--- src/rtl/snp_pkg.sv ---
package snp_pkg;

    typedef enum logic [1:0] {
        K_RD  = 2'd0,
        K_RDX = 2'd1,
        K_WB  = 2'd2,
        K_RSV = 2'd3
    } kind_e;

    typedef enum logic [1:0] {
        C_MISS = 2'd0,
        C_SHR  = 2'd1,
        C_OWN  = 2'd2,
        C_RSV  = 2'd3
    } coh_e;

    typedef enum logic [1:0] {
        ST_IDLE   = 2'd0,
        ST_GATHER = 2'd1,
        ST_SUPPLY = 2'd2,
        ST_INGEST = 2'd3
    } st_e;

    localparam logic MODE_SHARED  = 1'b0;
    localparam logic MODE_PRIVATE = 1'b1;

endpackage

--- src/rtl/snp_gather.sv ---
module snp_gather
    import snp_pkg::*;
#(
    parameter int NC = 2,
    parameter int SW = 1
) (
    input  logic            clk,
    input  logic            rst_n,
    input  logic            clear,
    input  logic            en,
    input  logic [SW-1:0]   src,
    input  logic [NC-1:0]   coh_valid,
    input  logic [2*NC-1:0] coh_code,
    output logic            all_in,
    output logic            other_shr,
    output logic            other_own
);

    logic [NC-1:0] seen_now;
    logic [NC-1:0] shr_v;
    logic [NC-1:0] own_v;

    for (genvar i = 0; i < NC; i++) begin : g_cli
        localparam logic [SW-1:0] IDX = SW'(i);
        logic       seen_q;
        logic [1:0] code_q;
        logic [1:0] code_now;
        logic       is_other;

        always_ff @(posedge clk) begin
            if (!rst_n) begin
                seen_q <= 1'b0;
                code_q <= 2'd0;
            end else if (clear) begin
                seen_q <= 1'b0;
                code_q <= 2'd0;
            end else if (en && coh_valid[i] && !seen_q) begin
                seen_q <= 1'b1;
                code_q <= coh_code[2*i +: 2];
            end
        end

        always_comb begin
            seen_now[i] = seen_q | (en & coh_valid[i]);
            code_now    = seen_q ? code_q : coh_code[2*i +: 2];
            is_other    = (IDX != src);
            shr_v[i]    = is_other && seen_now[i] && (code_now == C_SHR);
            own_v[i]    = is_other && seen_now[i] && (code_now == C_OWN);
        end
    end

    assign all_in    = &seen_now;
    assign other_shr = |shr_v;
    assign other_own = |own_v;

endmodule

--- src/rtl/snp_regfile.sv ---
module snp_regfile #(
    parameter int DW = 8,
    parameter int AW = 3
) (
    input  logic          clk,
    input  logic          rst_n,
    input  logic          we,
    input  logic [AW-1:0] waddr,
    input  logic [DW-1:0] wdata,
    input  logic [AW-1:0] raddr,
    output logic [DW-1:0] rdata
);

    localparam int DEPTH = 1 << AW;

    logic [DW-1:0] mem [DEPTH];

    always_ff @(posedge clk) begin
        if (!rst_n) begin
            for (int k = 0; k < DEPTH; k++) begin
                mem[k] <= '0;
            end
        end else if (we) begin
            mem[waddr] <= wdata;
        end
    end

    assign rdata = mem[raddr];

endmodule

--- src/rtl/snp_ctl.sv ---
module snp_ctl
    import snp_pkg::*;
#(
    parameter int SW = 1,
    parameter int DW = 8,
    parameter int AW = 3
) (
    input  logic          clk,
    input  logic          rst_n,
    input  logic          txn_valid,
    input  logic [1:0]    txn_kind,
    input  logic [SW-1:0] txn_src,
    input  logic [DW-1:0] txn_val,
    input  logic [AW-1:0] txn_addr,
    input  logic          all_in,
    input  logic          other_shr,
    input  logic          other_own,
    input  logic          ingest_valid,
    input  logic [DW-1:0] ingest_data,
    output logic          txn_ready,
    output logic          gather_clear,
    output logic          gather_en,
    output logic          mem_we,
    output logic [AW-1:0] mem_waddr,
    output logic [DW-1:0] mem_wdata,
    output logic [AW-1:0] mem_raddr,
    output logic          ret_valid,
    output logic          ret_mode,
    output logic [SW-1:0] ret_dst
);

    st_e           state;
    st_e           nxt;
    logic [AW-1:0] addr_q;
    logic [SW-1:0] src_q;
    logic          excl_q;
    logic          priv_q;
    logic          is_read;

    assign is_read = (txn_kind == K_RD) || (txn_kind == K_RDX);

    always_comb begin
        nxt = state;
        unique case (state)
            ST_IDLE: begin
                if (txn_valid && is_read) nxt = ST_GATHER;
            end
            ST_GATHER: begin
                if (all_in) nxt = other_own ? ST_INGEST : ST_SUPPLY;
            end
            ST_SUPPLY: begin
                nxt = ST_IDLE;
            end
            ST_INGEST: begin
                if (ingest_valid) nxt = ST_IDLE;
            end
            default: nxt = ST_IDLE;
        endcase
    end

    always_ff @(posedge clk) begin
        if (!rst_n) begin
            state <= ST_IDLE;
        end else begin
            state <= nxt;
        end
    end

    always_ff @(posedge clk) begin
        if (!rst_n) begin
            addr_q <= '0;
            src_q  <= '0;
            excl_q <= 1'b0;
            priv_q <= MODE_PRIVATE;
        end else begin
            if (state == ST_IDLE && txn_valid && is_read) begin
                addr_q <= txn_addr;
                src_q  <= txn_src;
                excl_q <= (txn_kind == K_RDX);
            end
            if (state == ST_GATHER && all_in) begin
                priv_q <= excl_q || !other_shr;
            end
        end
    end

    always_comb begin
        txn_ready    = 1'b0;
        gather_clear = 1'b0;
        gather_en    = 1'b0;
        mem_we       = 1'b0;
        mem_waddr    = txn_addr;
        mem_wdata    = txn_val;
        mem_raddr    = addr_q;
        ret_valid    = 1'b0;
        ret_mode     = priv_q;
        ret_dst      = src_q;
        unique case (state)
            ST_IDLE: begin
                txn_ready    = 1'b1;
                gather_clear = 1'b1;
                mem_we       = txn_valid && (txn_kind == K_WB);
            end
            ST_GATHER: begin
                gather_en = 1'b1;
            end
            ST_SUPPLY: begin
                ret_valid = 1'b1;
            end
            ST_INGEST: begin
                mem_we    = ingest_valid;
                mem_waddr = addr_q;
                mem_wdata = ingest_data;
            end
            default: begin
                txn_ready = 1'b0;
            end
        endcase
    end

endmodule

--- src/rtl/snp_host_collector.sv ---
module snp_host_collector
    import snp_pkg::*;
#(
    parameter int  NC = 2,
    parameter int  DW = 8,
    parameter int  AW = 3,
    localparam int SW = (NC > 1) ? $clog2(NC) : 1
) (
    input  logic            clk,
    input  logic            rst_n,
    input  logic            txn_valid,
    output logic            txn_ready,
    input  logic [1:0]      txn_kind,
    input  logic [SW-1:0]   txn_src,
    input  logic [DW-1:0]   txn_val,
    input  logic [AW-1:0]   txn_addr,
    input  logic [NC-1:0]   coh_valid,
    input  logic [2*NC-1:0] coh_code,
    input  logic            ingest_valid,
    input  logic [DW-1:0]   ingest_data,
    output logic            ret_valid,
    output logic [DW-1:0]   ret_data,
    output logic            ret_mode,
    output logic [SW-1:0]   ret_dst
);

    logic          all_in;
    logic          other_shr;
    logic          other_own;
    logic          gather_clear;
    logic          gather_en;
    logic          mem_we;
    logic [AW-1:0] mem_waddr;
    logic [DW-1:0] mem_wdata;
    logic [AW-1:0] mem_raddr;
    logic [SW-1:0] src_hold;

    snp_ctl #(.SW(SW), .DW(DW), .AW(AW)) u_ctl (
        .clk          (clk),
        .rst_n        (rst_n),
        .txn_valid    (txn_valid),
        .txn_kind     (txn_kind),
        .txn_src      (txn_src),
        .txn_val      (txn_val),
        .txn_addr     (txn_addr),
        .all_in       (all_in),
        .other_shr    (other_shr),
        .other_own    (other_own),
        .ingest_valid (ingest_valid),
        .ingest_data  (ingest_data),
        .txn_ready    (txn_ready),
        .gather_clear (gather_clear),
        .gather_en    (gather_en),
        .mem_we       (mem_we),
        .mem_waddr    (mem_waddr),
        .mem_wdata    (mem_wdata),
        .mem_raddr    (mem_raddr),
        .ret_valid    (ret_valid),
        .ret_mode     (ret_mode),
        .ret_dst      (src_hold)
    );

    snp_gather #(.NC(NC), .SW(SW)) u_gather (
        .clk       (clk),
        .rst_n     (rst_n),
        .clear     (gather_clear),
        .en        (gather_en),
        .src       (src_hold),
        .coh_valid (coh_valid),
        .coh_code  (coh_code),
        .all_in    (all_in),
        .other_shr (other_shr),
        .other_own (other_own)
    );

    snp_regfile #(.DW(DW), .AW(AW)) u_mem (
        .clk   (clk),
        .rst_n (rst_n),
        .we    (mem_we),
        .waddr (mem_waddr),
        .wdata (mem_wdata),
        .raddr (mem_raddr),
        .rdata (ret_data)
    );

    assign ret_dst = src_hold;

endmodule

--- config.mk ---
export PLATFORM = sky130hd
export DESIGN_NAME = snp_host_collector
export DESIGN_NICKNAME = d
export VERILOG_FILES = /design/src/rtl/snp_pkg.sv /design/src/rtl/snp_gather.sv /design/src/rtl/snp_regfile.sv /design/src/rtl/snp_ctl.sv /design/src/rtl/snp_host_collector.sv
export SDC_FILE = /design/constraint.sdc
export NUM_CORES = 1
export LEC_CHECK = 0
export BUFFER_PORTS_ARGS = -buffer_cell sky130_fd_sc_hd__buf_2
export CAP_MARGIN = 0
export CORE_MARGIN = 2
export CORE_UTILIZATION = 25
export DETAILED_ROUTE_END_ITERATION = 16
export GPL_ROUTABILITY_DRIVEN = 0
export HOLD_SLACK_MARGIN = 0.12
export SETUP_SLACK_MARGIN = 0.15
export SYNTH_ARGS = -nofsm -noshare
export SYNTH_HDL_FRONTEND = slang
export SYNTH_SLANG_ARGS = --single-unit
--- constraint.sdc ---
create_clock -name clk -period 2 [get_ports clk]
set_input_delay 0.3 -clock clk [delete_from_list [all_inputs] [get_ports clk]]
set_output_delay 0.3 -clock clk [all_outputs]
set_load 0.01 [all_outputs]
==> impl_metrics.json, run 1 <==
{
  "status": "finished, violations left",
  "violations": "negative setup slack",
  "clk-insertion-delay-late_ns": 0.34,
  "finalHoldViolCount": 0,
  "min_period_ns": 2.12,
  "grt_max_degree": 20,
  "fin_util_pct": 32.6,
  "cts.sinks": 81,
  "drc": 0,
  "synth_mux_area_share_pct": 18.3,
  "dpl-instance-area_um2": 4460,
  "core_um2": 15100,
  "regToRegStartpoint": "u_ctl.state[1]$_SDFFE_PN0P_",
  "cp_max_fo": 8,
  "drtAntennaViolNets": 0,
  "fmax_mhz": 471,
  "overflow": 0,
  "finalSetupViolCount": 8,
  "layout.nets": 396,
  "yosys.area_share.simple_pct": 13.9,
  "crit_slowest_cell": "mux4_2",
  "drtIter0Drc": 185,
  "htree_levels": 3,
  "die_w_um": 128,
  "clock-skew-final_ns": 0.0103,
  "synth-edff-count": 64,
  "tns_ns": -0.882,
  "startpoint_type": "flop",
  "synth_warnings": 0,
  "ys_seq_area_share_pct": 59.1,
  "synthesis.nets": 326,
  "layout_commonest_cell": "nor2_1",
  "synthesis.area_um2": 3820,
  "synth_compound_gate_area_share_pct": 4.74,
  "path_delay_family": "multiplexers",
  "max-slew-margin-rel_pct": 62.3,
  "stdcell_count": 552,
  "endpoint_kind": "output pin",
  "dp_slack_ns": 0.0168,
  "viasPerCell": 4.61,
  "routedWlPerCell_um": 16.0,
  "worst_slack_ns": -0.124,
  "p_leak_nw": 1.83,
  "required_ns": 1.70,
  "seqCellArea_um2": 2270,
  "wirelength_um": 8810,
  "final_layout_size_suffix_gt1_share_pct": 37.6,
  "synth_adder_area_share_pct": 1.64,
  "drtPass1Iterations": 4,
  "avgSynthCellArea_um2": 13.2,
  "fill_cells": 1501,
  "grt_usage_pct": 11.5,
  "peakVddDrop_mv": 0.463,
  "grt_pass1_wl_um": 14300,
  "synth-xor-area-share_pct": 0,
  "cts_tree": "done",
  "async_flop_share_pct": 0,
  "p_per_area_nw_per_um2": 914,
  "pin_count": 44,
  "dp.cells": 533,
  "drv_slew": 0,
  "grt_pass1_vias": 2606,
  "num_rows": 45,
  "power.total_mw": 4.49,
  "syn_inst": 289,
  "timing.final.crit_share_pct": 106,
  "synth-main-ff-cell": "edfxtp_1",
  "cts.clk_slew.worst_paths_ns": 0.06,
  "maxCapViolations": 0,
  "fin_area_um2": 4910,
  "die_h_um": 128,
  "antennaDiodeCount": 0,
  "min_from": "txn_src",
  "cts_root_buffer": "clkbuf_16",
  "arrival_ns": 1.82,
  "synth.distinct_cells": 38,
  "area_growth_pct": 28.5,
  "worst_pin_slew_ns": 0.565,
  "cts_buffers": 9,
  "whs_ns": 0.223,
  "cts_hold_buf": 0,
  "hold_path.class": "in2reg",
  "cp_cell_sequence": "buf_16 -> mux4_2 -> mux2_4 -> buf_6",
  "antenna_found_initial": 0,
  "rsz0062_at_grt": "yes",
  "cpPeakStageDelay_ns": 0.53,
  "cp_num_buf_inv": 2,
  "detailed_place_hpwl_um": 6120,
  "port_buffers": 43,
  "final_cell_mix": "nor2_1, edfxtp_1, buf_2",
  "initial_core_util_pct": 25.3,
  "crit_type": "reg2out",
  "vias": 2547,
  "synth-seq-cells": 81,
  "clock_path_buffers": 2,
  "multi_input_area_um2": 1540,
  "die-area_um2": 16300,
  "synth_top_family_by_area": "multiplexers"
}
==> synthesized netlist by cell type, types with 2 or more instances <==
master / number / area [µm²]
a21o_1: 2 / 15.0
a21oi_1: 3 / 15.0
a32oi_1: 2 / 17.5
buf_2: 2 / 10.0
buf_6: 2 / 22.5
clkbuf_1: 4 / 15.0
dfxtp_1: 17 / 340
edfxtp_1: 64 / 1920
ha_1: 5 / 62.6
inv_1: 7 / 26.3
mux2_2: 9 / 101
mux2i_1: 18 / 180
mux4_1: 15 / 394
nand2_1: 17 / 63.8
nand2_2: 7 / 43.8
nand2b_1: 5 / 31.3
nand3_1: 4 / 20.0
nand3b_1: 4 / 30.0
nor2_1: 72 / 270
nor2b_1: 8 / 50.1
o21ai_0: 3 / 15.0
o22ai_1: 2 / 12.5
o32a_1: 2 / 20.0
==> state kept, by name, indices dropped and copies added, names as in the netlist, named ones only <==
register / cells
u_ctl.excl_q: 1
u_ctl.mem_raddr: 3
u_ctl.ret_dst: 1
u_ctl.ret_mode: 1
u_ctl.state: 2
u_gather.g_cli.code_q: 4
u_gather.g_cli.seen_q: 2
u_mem.mem: 64
==> repair_timing <==
| item | in CTS | in global routing |
|---|---|---|
| pin swaps | 3 | 2 |
| cloned | 1 | 0 |
| resized for setup | 47 | 9 |
| setup buffers | 2 | 0 |
| endpoints found under the setup margin | 128 | 59 |
==> path summary, 6_finish.rpt <==
check                                  endpoint  slack (ns)  cells after the start
setup / recovery                    ret_data[4]       -0.12                      4
hold / removal       u_ctl.ret_dst$_SDFFE_PN0N_        0.22                      3
setup reg to reg  u_mem.mem[5][1]$_SDFFCE_PN0P_        0.24                      6
hold reg to reg     u_ctl.ret_mode$_SDFFE_PN1P_        0.48                      2
==> worst min-delay path, delay by kind of cell <==
kind                   cells  cell delay, ns
muxes                      1            0.05
and+or+nand+nor            1            0.10
buffers and inverters      1            0.08
==> final cells by class <==
cell class | instances | share of cell area (%)
well taps | 188 | 4.79
flip-flops and latches | 81 | 46.3
inverters | 7 | 0.586
repair buffers | 70 | 10.8
clock buffers | 9 | 4.58
multi-input cells | 190 | 31.4
clock inverters | 7 | 1.55
==> layer usage <==
layer	GRT usage, %	routed length (µm)
met2	17.8	4090
met5	0	0
met3	3.71	474
met4	2.65	74
met1	15.7	4170
==> where the power goes <==
part / internal [mW] / switching [mW] / total (mW)
logic: 0.433 / 0.414 / 0.847
registers: 1.91 / 0.0741 / 1.98
clock network: 0.975 / 0.684 / 1.66
total: 3.32 / 1.17 / 4.49
==> cell families after synthesis <==
logic type / after synthesis
simple gates: 120
compound gates: 22
mux: 43
buf+inv: 18
fa+ha+maj: 5
flops: 81
Power figures use the tool's default switching activity.
==> inputs of run 2 (changes only) <==
--- a/config.mk
+++ b/config.mk
@@ -7,6 +7,7 @@
 export LEC_CHECK = 0
 export BUFFER_PORTS_ARGS = -buffer_cell sky130_fd_sc_hd__buf_2
 export CAP_MARGIN = 0
+export CORE_ASPECT_RATIO = 1.4
 export CORE_MARGIN = 2
 export CORE_UTILIZATION = 25
 export DETAILED_ROUTE_END_ITERATION = 16
==> constraint.sdc (replaced) <==
create_clock -name clk -period 2 [get_ports clk]
set_input_delay 0.3 -clock clk [delete_from_list [all_inputs] [get_ports clk]]
set_output_delay 0.3 -clock clk [all_outputs]
set_load 0.05 [all_outputs]
==> run 2 against run 1 <==
  * The run still ends with negative setup slack left
  * Register-to-register slack worse by 0.03 ns
  * Worst hold slack lost 0.0012 ns
  * Design area shrank 0.56%
  * Critical path depth stayed put
  * Highest routed layer unchanged
==> impl_metrics.json, run 2 (synthesis results as in run 1) <==
{
  "max-slew-margin-rel_pct": 65.4,
  "p_per_area_nw_per_um2": 926,
  "whs_ns": 0.222,
  "maxCapViolations": 0,
  "largest_reg_flops": 64,
  "cts_tree": "done",
  "clk-insertion-delay-late_ns": 0.34,
  "p_sw_share_pct": 29.4,
  "required_ns": 1.70,
  "cts_root_buffer": "clkbuf_16",
  "drc": 0,
  "min_period_ns": 2.15,
  "layout_commonest_cell": "nor2_1",
  "endpoint_kind": "output pin",
  "area_growth_pct": 27.8,
  "dp.cells": 535,
  "cts.sinks": 81,
  "startpoint_type": "flop",
  "multi_input_area_um2": 1550,
  "pin_count": 44,
  "finalSetupViolCount": 8,
  "wirelength_um": 9080,
  "timing.final.crit_share_pct": 107,
  "fin_util_pct": 32.6,
  "grt_pass1_wl_um": 14100,
  "p_leak_nw": 1.80,
  "combPwrFrac_pct": 21.8,
  "dp_slack_ns": 0.0353,
  "antenna_found_initial": 0,
  "finalHoldViolCount": 0,
  "switching_power_mw": 1.33,
  "viasPerCell": 4.53,
  "cpPeakStageDelay_ns": 0.55,
  "clock-skew-final_ns": 0.00815,
  "drtPass1Iterations": 4,
  "antennaDiodeCount": 0,
  "hold_path.class": "in2reg",
  "crit_type": "reg2out",
  "violations": "negative setup slack",
  "cp_max_fo": 6,
  "die_w_um": 109,
  "stdcell_count": 555,
  "overflow": 0,
  "fill_cells": 1550,
  "num_rows": 53,
  "path_depth": 4,
  "final_cell_mix": "nor2_1, edfxtp_1, buf_2",
  "hold_depth": 3,
  "top_register": "u_mem.mem",
  "crit_slowest_cell": "mux4_2",
  "path_delay_family": "multiplexers",
  "clock_path_buffers": 2,
  "seqCellArea_um2": 2270,
  "reg2reg_depth": 7,
  "p_seq_share_pct": 44.0,
  "cts.clk_slew.worst_paths_ns": 0.06,
  "htree_levels": 3,
  "layout.nets": 395,
  "grt_max_degree": 20,
  "final_layout_size_suffix_gt1_share_pct": 38.0,
  "cts_buffers": 9,
  "peakVddDrop_mv": 0.387,
  "fmax_mhz": 465,
  "die-area_um2": 16300,
  "worst_slack_ns": -0.150,
  "vias": 2515,
  "routedWlPerCell_um": 16.4,
  "arrival_ns": 1.85,
  "status": "finished, violations left",
  "drtIter0Drc": 120,
  "rsz0062_at_grt": "yes",
  "grt_pass1_vias": 2603,
  "cp_cell_sequence": "buf_8 -> mux4_2 -> mux2_4 -> buf_6",
  "port_buffers": 43,
  "die_h_um": 150,
  "cp_num_buf_inv": 2,
  "initial_core_util_pct": 25.5,
  "dpl-instance-area_um2": 4450,
  "drv_slew": 0,
  "worst_pin_slew_ns": 0.519,
  "power.internal_mw": 3.19,
  "drtAntennaViolNets": 0,
  "grt_usage_pct": 11.9,
  "fin_area_um2": 4890,
  "p_clk_share_pct": 34.2,
  "detailed_place_hpwl_um": 6470,
  "core_um2": 15000
}
-- run 2: cell count changes in the layout (fill, tap and decap cells not counted), sizes merged --
cell      previous run  this run
clkinv               3         4
inv                  9         7
bufinv               1         0
clkinvlp             1         3
buf                 70        69
-- run 2: worst paths after layout --
| kind | from | to | slack [ns] |
|---|---|---|---|
| worst max-delay path | flop | ret_data[3] | -0.15 |
| worst max register to register | u_ctl.state[1]$_SDFFE_PN0P_ | u_mem.mem[7][4]$_SDFFCE_PN0P_ | 0.21 |
| worst min register to register | u_gather.g_cli[1].code_q[1]$_SDFFE_PP0P_ | u_gather.g_cli[1].code_q[1]$_SDFFE_PP0P_ | 0.49 |
| worst min-delay path | coh_code[2] | u_gather.g_cli[1].code_q[0]$_SDFFE_PP0P_ | 0.22 |
-- run 2: tightest hold or removal path, stage by stage --
cell	delay, ns
buf_2	0.10
mux2i_1	0.06
nor2_1	0.07
-- run 2: repair_timing --
item / 4_1_cts / 5_1_grt
resized for setup: 41 / 24
buffers inserted: 1 / 2
pin swaps: 3 / 5
hold endpoints to repair: 0 / 0
cloned: 1 / 0
hold buffers: 0 / 0
endpoints found under the setup margin: 95 / 136
-- run 2: layer usage --
layer	global-route usage, %	up-vias	wire, µm
li1	-	1192	-
met1	14.5	1230	3750
met2	20.1	81	4650
met3	2.34	12	498
met4	5.51	0	187
met5	0	-	0
-- run 2: metrics by stage --
step                setup TNS (ns)  total power, mW
floorplan                        0             2.62
global placement                 0             2.84
detailed placement               0             2.86
CTS                          -1.15             4.48
global route                 -1.29             4.68
finish                      -0.929             4.52
-- run 2: final cells by class --
type	count	share of cell area [%]
clock buffer	9	4.61
clock inverter	7	1.18
inverter	7	0.640
multi-input combinational	190	31.8
sequential	81	46.5
tap	192	4.92
timing repair buffer	69	10.3
-- run 2: power groups by stage --
stage / logic (mW) / registers (mW) / clock network, mW
3_3_place_gp: 0.849 / 1.99 / 0
4_1_cts: 0.935 / 1.97 / 1.57
2_1_floorplan: 0.641 / 1.98 / 0
5_1_grt: 1.06 / 2.00 / 1.63
3_5_place_dp: 0.855 / 2.00 / 0
6_report: 0.987 / 1.99 / 1.55
